[src/rtl/agu_pkg.sv]
package agu_pkg;
  localparam int unsigned SEG_CODE_W = 3;
  localparam int unsigned NUM_SEGS   = 6;

  typedef enum logic [SEG_CODE_W-1:0] {
    SEG_ES = 3'd0,
    SEG_CS = 3'd1,
    SEG_SS = 3'd2,
    SEG_DS = 3'd3,
    SEG_FS = 3'd4,
    SEG_GS = 3'd5
  } seg_code_e;

  // Segments whose base survives in long mode (thread-local storage)
  function automatic logic keeps_base_in_long(input int unsigned idx);
    return (idx == int'(SEG_FS)) || (idx == int'(SEG_GS));
  endfunction
endpackage

[src/rtl/agu_offset.sv]
module agu_offset #(
  parameter int unsigned ADDR_W = 64,
  parameter int unsigned LEG_W  = 32,
  parameter int unsigned DISP_W = 32
) (
  input  logic [ADDR_W-1:0] base_val,
  input  logic [ADDR_W-1:0] index_val,
  input  logic [1:0]        scale_code,
  input  logic [DISP_W-1:0] disp,
  input  logic              long_mode,
  output logic [ADDR_W-1:0] offset
);
  localparam int unsigned EXT_W = ADDR_W - DISP_W;
  localparam int unsigned HI_W  = ADDR_W - LEG_W;

  logic [ADDR_W-1:0] scaled_idx;
  logic [ADDR_W-1:0] disp_ext;
  logic [ADDR_W-1:0] raw_sum;

  always_comb begin
    scaled_idx = index_val << scale_code;
    disp_ext   = {{EXT_W{disp[DISP_W-1]}}, disp};
    raw_sum    = base_val + scaled_idx + disp_ext;
    if (long_mode) offset = raw_sum;
    else           offset = {{HI_W{1'b0}}, raw_sum[LEG_W-1:0]};
  end
endmodule

[src/rtl/agu_segbase.sv]
module agu_segbase
  import agu_pkg::*;
#(
  parameter int unsigned ADDR_W = 64,
  parameter int unsigned LEG_W  = 32
) (
  input  logic [NUM_SEGS*ADDR_W-1:0] seg_bases,
  input  logic [SEG_CODE_W-1:0]      seg_sel,
  input  logic                       long_mode,
  output logic [ADDR_W-1:0]          sel_base
);
  localparam int unsigned HI_W = ADDR_W - LEG_W;

  logic [ADDR_W-1:0] eff_base [NUM_SEGS];

  for (genvar g = 0; g < NUM_SEGS; g++) begin : g_seg
    logic [ADDR_W-1:0] prog;
    assign prog = seg_bases[g*ADDR_W +: ADDR_W];
    if (keeps_base_in_long(g)) begin : g_tls
      assign eff_base[g] = long_mode ? prog : {{HI_W{1'b0}}, prog[LEG_W-1:0]};
    end else begin : g_flat
      assign eff_base[g] = long_mode ? '0 : {{HI_W{1'b0}}, prog[LEG_W-1:0]};
    end
  end

  always_comb begin
    sel_base = '0;
    for (int k = 0; k < NUM_SEGS; k++) begin
      if (seg_sel == SEG_CODE_W'(k)) sel_base = eff_base[k];
    end
  end
endmodule

[src/rtl/seg_linear_agu.sv]
module seg_linear_agu
  import agu_pkg::*;
#(
  parameter int unsigned ADDR_W = 64,
  parameter int unsigned LEG_W  = 32,
  parameter int unsigned DISP_W = 32
) (
  input  logic                       clk,
  input  logic                       rst,
  input  logic                       in_valid,
  input  logic [ADDR_W-1:0]          base_val,
  input  logic [ADDR_W-1:0]          index_val,
  input  logic [1:0]                 scale_code,
  input  logic [DISP_W-1:0]          disp,
  input  logic [SEG_CODE_W-1:0]      seg_sel,
  input  logic [NUM_SEGS*ADDR_W-1:0] seg_bases,
  input  logic                       long_mode,
  output logic                       out_valid,
  output logic [ADDR_W-1:0]          eff_addr,
  output logic [ADDR_W-1:0]          lin_addr
);
  localparam int unsigned HI_W = ADDR_W - LEG_W;

  logic [ADDR_W-1:0] offset;
  logic [ADDR_W-1:0] sel_base;
  logic [ADDR_W-1:0] lin_sum;
  logic [ADDR_W-1:0] lin_next;

  agu_offset #(.ADDR_W(ADDR_W), .LEG_W(LEG_W), .DISP_W(DISP_W)) u_off (
    .base_val  (base_val),
    .index_val (index_val),
    .scale_code(scale_code),
    .disp      (disp),
    .long_mode (long_mode),
    .offset    (offset)
  );

  agu_segbase #(.ADDR_W(ADDR_W), .LEG_W(LEG_W)) u_seg (
    .seg_bases(seg_bases),
    .seg_sel  (seg_sel),
    .long_mode(long_mode),
    .sel_base (sel_base)
  );

  always_comb begin
    lin_sum  = sel_base + offset;
    lin_next = long_mode ? lin_sum : {{HI_W{1'b0}}, lin_sum[LEG_W-1:0]};
  end

  always_ff @(posedge clk) begin
    if (rst) begin
      out_valid <= 1'b0;
      eff_addr  <= '0;
      lin_addr  <= '0;
    end else begin
      out_valid <= in_valid;
      if (in_valid) begin
        eff_addr <= offset;
        lin_addr <= lin_next;
      end
    end
  end
endmodule

[config.mk]
export PLATFORM = sky130hd
export DESIGN_NAME = seg_linear_agu
export DESIGN_NICKNAME = d
export VERILOG_FILES = /design/src/rtl/agu_pkg.sv /design/src/rtl/agu_offset.sv /design/src/rtl/agu_segbase.sv /design/src/rtl/seg_linear_agu.sv
export SDC_FILE = /design/constraint.sdc
export NUM_CORES = 1
export LEC_CHECK = 0
export BUFFER_PORTS_ARGS = -buffer_cell sky130_fd_sc_hd__buf_2
export CAP_MARGIN = 20
export CORE_AREA = 2 2 269 271
export CTS_CLUSTER_SIZE = 16
export DETAILED_ROUTE_END_ITERATION = 6
export DIE_AREA = 0 0 271 273
export PLACE_DENSITY_LB_ADDON = 0.08
export SETUP_SLACK_MARGIN = 0.4
export SLEW_MARGIN = 5
export SYNTH_ARGS = -nofsm -noshare
export SYNTH_HDL_FRONTEND = slang
export SYNTH_SLANG_ARGS = --single-unit
[constraint.sdc]
create_clock -name clk -period 15.66 [get_ports clk]
set_input_delay 1.566 -clock clk [delete_from_list [all_inputs] [get_ports clk]]
set_output_delay 1.566 -clock clk [all_outputs]
set_load 0.05 [all_outputs]
==> run summary <==
The largest single stage delay on the critical path is 700 ps. The logs give 3323 for the number of standard cells in the layout, taps in and fillers out and 75500 um for the total length of routed wires. TritonCTS built the clock tree. The clock insertion delay at the later pin of the skew report came out at 480 ps. The tools report the number of antenna violations at the first check in global routing as 9. The number of remaining DRC errors was 0; the final count of pins violating max slew was 0. The first detailed-routing pass ran for 6 iterations.

In the final design database the tool counted 3100 nets. In this run, synthesis produced a sequential element count of 129. Sequential elements use 15.5% of the synthesized area. The final cell utilization of the core was 29.3%. Type of destination of the critical path: a flip-flop. The largest net degree at the start of global routing is 64. Post-CTS repair changed the size of 0 cells. The run gives 0 ps as the total negative setup slack. The worst setup path is launched from an input pin.

Leaving out fill and tap cells, the most frequent cell in the layout is sky130_fd_sc_hd__buf_2. Along the worst path, the maximum fanout reaches 28. The worst max-slew margin expressed relative to the limit came out at 40.4%. The longest clock path from root to sink contains 2 buffers. The detailed router used layers up to and including met5. The synthesized area divided by synthesized cell count works out to 8.87 sq um.

The clock arrives with 0 ps of skew. The synthesized net count came out at 2617. The worst-case IR drop observed on VDD is 79.4 uV. For this run, the total global-route usage over all layers was measured as 19.9%. The hold-fix buffer count after cts was 0. For the highest clock frequency the design can meet, the log shows 109 MHz. Data arrival time at the worst-slack endpoint: 9560 ps.

Setup repair after global routing left no endpoint under its margin. The Yosys step of the flow raised 0 warnings. The clock-pin slew on the worst setup and hold paths is 60 ps, and the area of the placeable core is 0.0710 sq mm.

In the final routing, the length of wire on met1 measures 36900 um. The number of hold violations in the final report was 0. The average detailed-routed wire length per instance is 22.7 um. The run gives 108 as the number of distinct standard cells referenced by the synthesized netlist.

Count of maximum capacitance violations: 0. The top cell types in the final layout, fill and taps aside, are 549 x sky130_fd_sc_hd__buf_2, 221 x sky130_fd_sc_hd__nor2_1, 151 x sky130_fd_sc_hd__a21oi_1. In this run, synthesis inferred 0 flip-flops with an integrated enable. The setup path with the least slack is of type in2reg. After global routing the overflow that remains totals 0. Compared with the post-synthesis result, the final layout area differs by 25.0%.

The overall die width is 271 um, and the last weighted congestion value of the routability-driven placer is 0.891. The logs give 129 for the clock sink total and 0.0166 sq mm for the post-synthesis instance area. On the critical path, the stage with the largest delay is an instance of sky130_fd_sc_hd__a2111oi_1. The initial utilization of the core area, before any placement, comes to 23.4%. The clock tree root driver cell is sky130_fd_sc_hd__clkbuf_16. The number of failing setup endpoints in the final timing report is 0.

682 I/O pins were placed. The first global-routing pass estimated 110000 um of wire. For the routed length on met3, the log shows 3570 um. Once placement completed, the tool counted placed cells totaling 3287. The routed layout has 16500 vias.

The number of setup buffers added after CTS came out at 0. Synthesis produced a netlist whose cell count is 1874. The TritonCTS buffer count was 17. For the pin with the worst max-slew slack, the measured transition is 895 ps.

The tools report the required time at the worst-slack endpoint as 16030 ps. The H-tree generated during clock tree synthesis spans 4 levels. The wire-length estimate of the detail-placed layout is 63600 um. In the routed layout, each cell is associated on average with a via count of 4.97. The final total power is 2.87 mW. The path class of the tightest hold or removal check is reg2reg. The most prevalent standard cell on the critical path was sky130_fd_sc_hd__a21o_1.

The detailed router's first-iteration violation count came out at 924. The flow ran to the end, and the final reports show no timing, DRC or antenna violations. The wire length on met2 was 33500 um; the fraction of registers with async set or reset after synthesis was 0%. Summed over all cells, the static leakage comes to 9.50 nW. The number of rows in the core area is 98, and the number of global-route vias before repair is 16400. Time the final worst path needs with I/O delays and setup: 9190 ps. The top cell family by delay on the critical path was compound AO/OA/AOI/OAI gates.

Dividing the final minimum period by the clock period gives 58.7%. Of the cells placed in the final design, the portion with a size suffix greater than 1 is 33.1%. The count of nets left with antenna violations once routing finished came out at 0. The floorplan die height was 273 um. The prevailing post-synth register cell was sky130_fd_sc_hd__dfxtp_1. The layout has 7661 filler cells.

The die covers 0.0740 sq mm. The setup slack of the worst register-to-register path is 14890 ps. The combined buffer and inverter count along the critical path came out at 3. In this run the tool buffered the top-level ports with 553 buffer cells.

For this design the ratio of total power to cell area is 138 mW/mm^2.
Yosys cell counts (9+ instances only):
| cell type | n | share of area, % |
|---|---|---|
| sky130_fd_sc_hd__nand2_1 | 90 | 2.0 |
| sky130_fd_sc_hd__a211oi_1 | 16 | 0.72 |
| sky130_fd_sc_hd__nand3_1 | 30 | 0.90 |
| sky130_fd_sc_hd__dfxtp_1 | 129 | 16 |
| sky130_fd_sc_hd__inv_1 | 39 | 0.88 |
| sky130_fd_sc_hd__ha_1 | 125 | 9.4 |
| sky130_fd_sc_hd__nor3_1 | 19 | 0.57 |
| sky130_fd_sc_hd__nor2b_1 | 25 | 0.94 |
| sky130_fd_sc_hd__o211ai_1 | 12 | 0.54 |
| sky130_fd_sc_hd__o21ai_1 | 13 | 0.39 |
| sky130_fd_sc_hd__o21ai_0 | 78 | 2.3 |
| sky130_fd_sc_hd__a21o_1 | 49 | 2.2 |
| sky130_fd_sc_hd__o31ai_1 | 9 | 0.41 |
| sky130_fd_sc_hd__fa_1 | 65 | 7.8 |
| sky130_fd_sc_hd__a31oi_1 | 15 | 0.56 |
| sky130_fd_sc_hd__o22ai_1 | 29 | 1.1 |
| sky130_fd_sc_hd__xnor2_1 | 79 | 4.2 |
| sky130_fd_sc_hd__buf_1 | 23 | 0.52 |
| sky130_fd_sc_hd__mux2i_1 | 89 | 5.4 |
| sky130_fd_sc_hd__clkbuf_1 | 62 | 1.4 |
| sky130_fd_sc_hd__mux4_2 | 65 | 8.8 |
| sky130_fd_sc_hd__and3_1 | 12 | 0.45 |
| sky130_fd_sc_hd__and2_1 | 24 | 0.90 |
| sky130_fd_sc_hd__mux2_2 | 58 | 3.9 |
| sky130_fd_sc_hd__nand2b_1 | 16 | 0.60 |
| sky130_fd_sc_hd__a21oi_1 | 151 | 4.5 |
| sky130_fd_sc_hd__a22oi_1 | 55 | 2.5 |
| sky130_fd_sc_hd__nand4_1 | 20 | 0.75 |
| sky130_fd_sc_hd__o21bai_1 | 14 | 0.63 |
| sky130_fd_sc_hd__o21a_1 | 13 | 0.59 |
| sky130_fd_sc_hd__xor2_1 | 41 | 2.2 |
| sky130_fd_sc_hd__a22o_1 | 23 | 1.2 |
| sky130_fd_sc_hd__nor2_1 | 221 | 5.0 |
report_power, final:
group          internal, mW  switching, mW
registers             0.408         0.0433
logic                 0.700           1.32
clock network         0.221          0.178
worst register-to-register path: stages (launching register included):
cell and delay [ps]:
sky130_fd_sc_hd__dfxtp_1 320, sky130_fd_sc_hd__nor2b_1 130, sky130_fd_sc_hd__a21oi_1 150, sky130_fd_sc_hd__nor2_1 50
state kept, by name, summed over array words and instances, names as in the netlist:
| signal | flops |
|---|---|
| lin_addr | 64 |
| eff_addr | 64 |
| out_valid | 1 |
kinds of logic (layout without fill, tap and decap cells):
family / after synthesis / count (layout) / synth area share (%)
AO/OA/AOI/OAI: 563 / 563 / 23.5
AND/OR/NAND/NOR: 506 / 506 / 14.4
multiplexers: 213 / 213 / 18.2
adder cells (fa/ha/maj): 190 / 190 / 17.2
buffers and inverters: 148 / 643 / 4.06
flip-flops: 129 / 129 / 15.5
XOR/XNOR: 125 / 125 / 7.09
other: 0 / 4 / 0
routing by layer:
metal | vias up | GRT usage, %
met3 | 69 | 3.15
met5 | - | 0
li1 | 7993 | -
met2 | 480 | 30.7
met1 | 7962 | 28.6
met4 | 4 | 5.57
worst paths after layout:
check                      from            to  depth (start not counted)
hold reg to reg    eff_addr[59]  eff_addr[59]                          2
hold / removal     eff_addr[59]  eff_addr[59]                          2
setup reg to reg   eff_addr[63]  eff_addr[63]                          3
setup / recovery  scale_code[0]  lin_addr[63]                         27
cell type report:
class                      count  area, sq um  area share (%)
multi-input combinational   1597        13400            64.4
timing repair buffer         572         2920            14.1
sequential                   129         2580            12.4
tap                          950         1190            5.72
clock buffer                  19          443            2.13
inverter                      40          150           0.722
clock inverter                12          109           0.524
antenna                        4         10.0          0.0482
per-stage QoR:
stage	cell area [sq um]	hold slack (ps)	setup slack [ps]
after floorplan	16600	692	7200
after global routing	20800	492	5950
after CTS	20800	474	6400
after detailed placement	20200	463	5890
after global placement	20200	457	5920
final	20800	472	6470
Power figures use the tool's default switching activity.
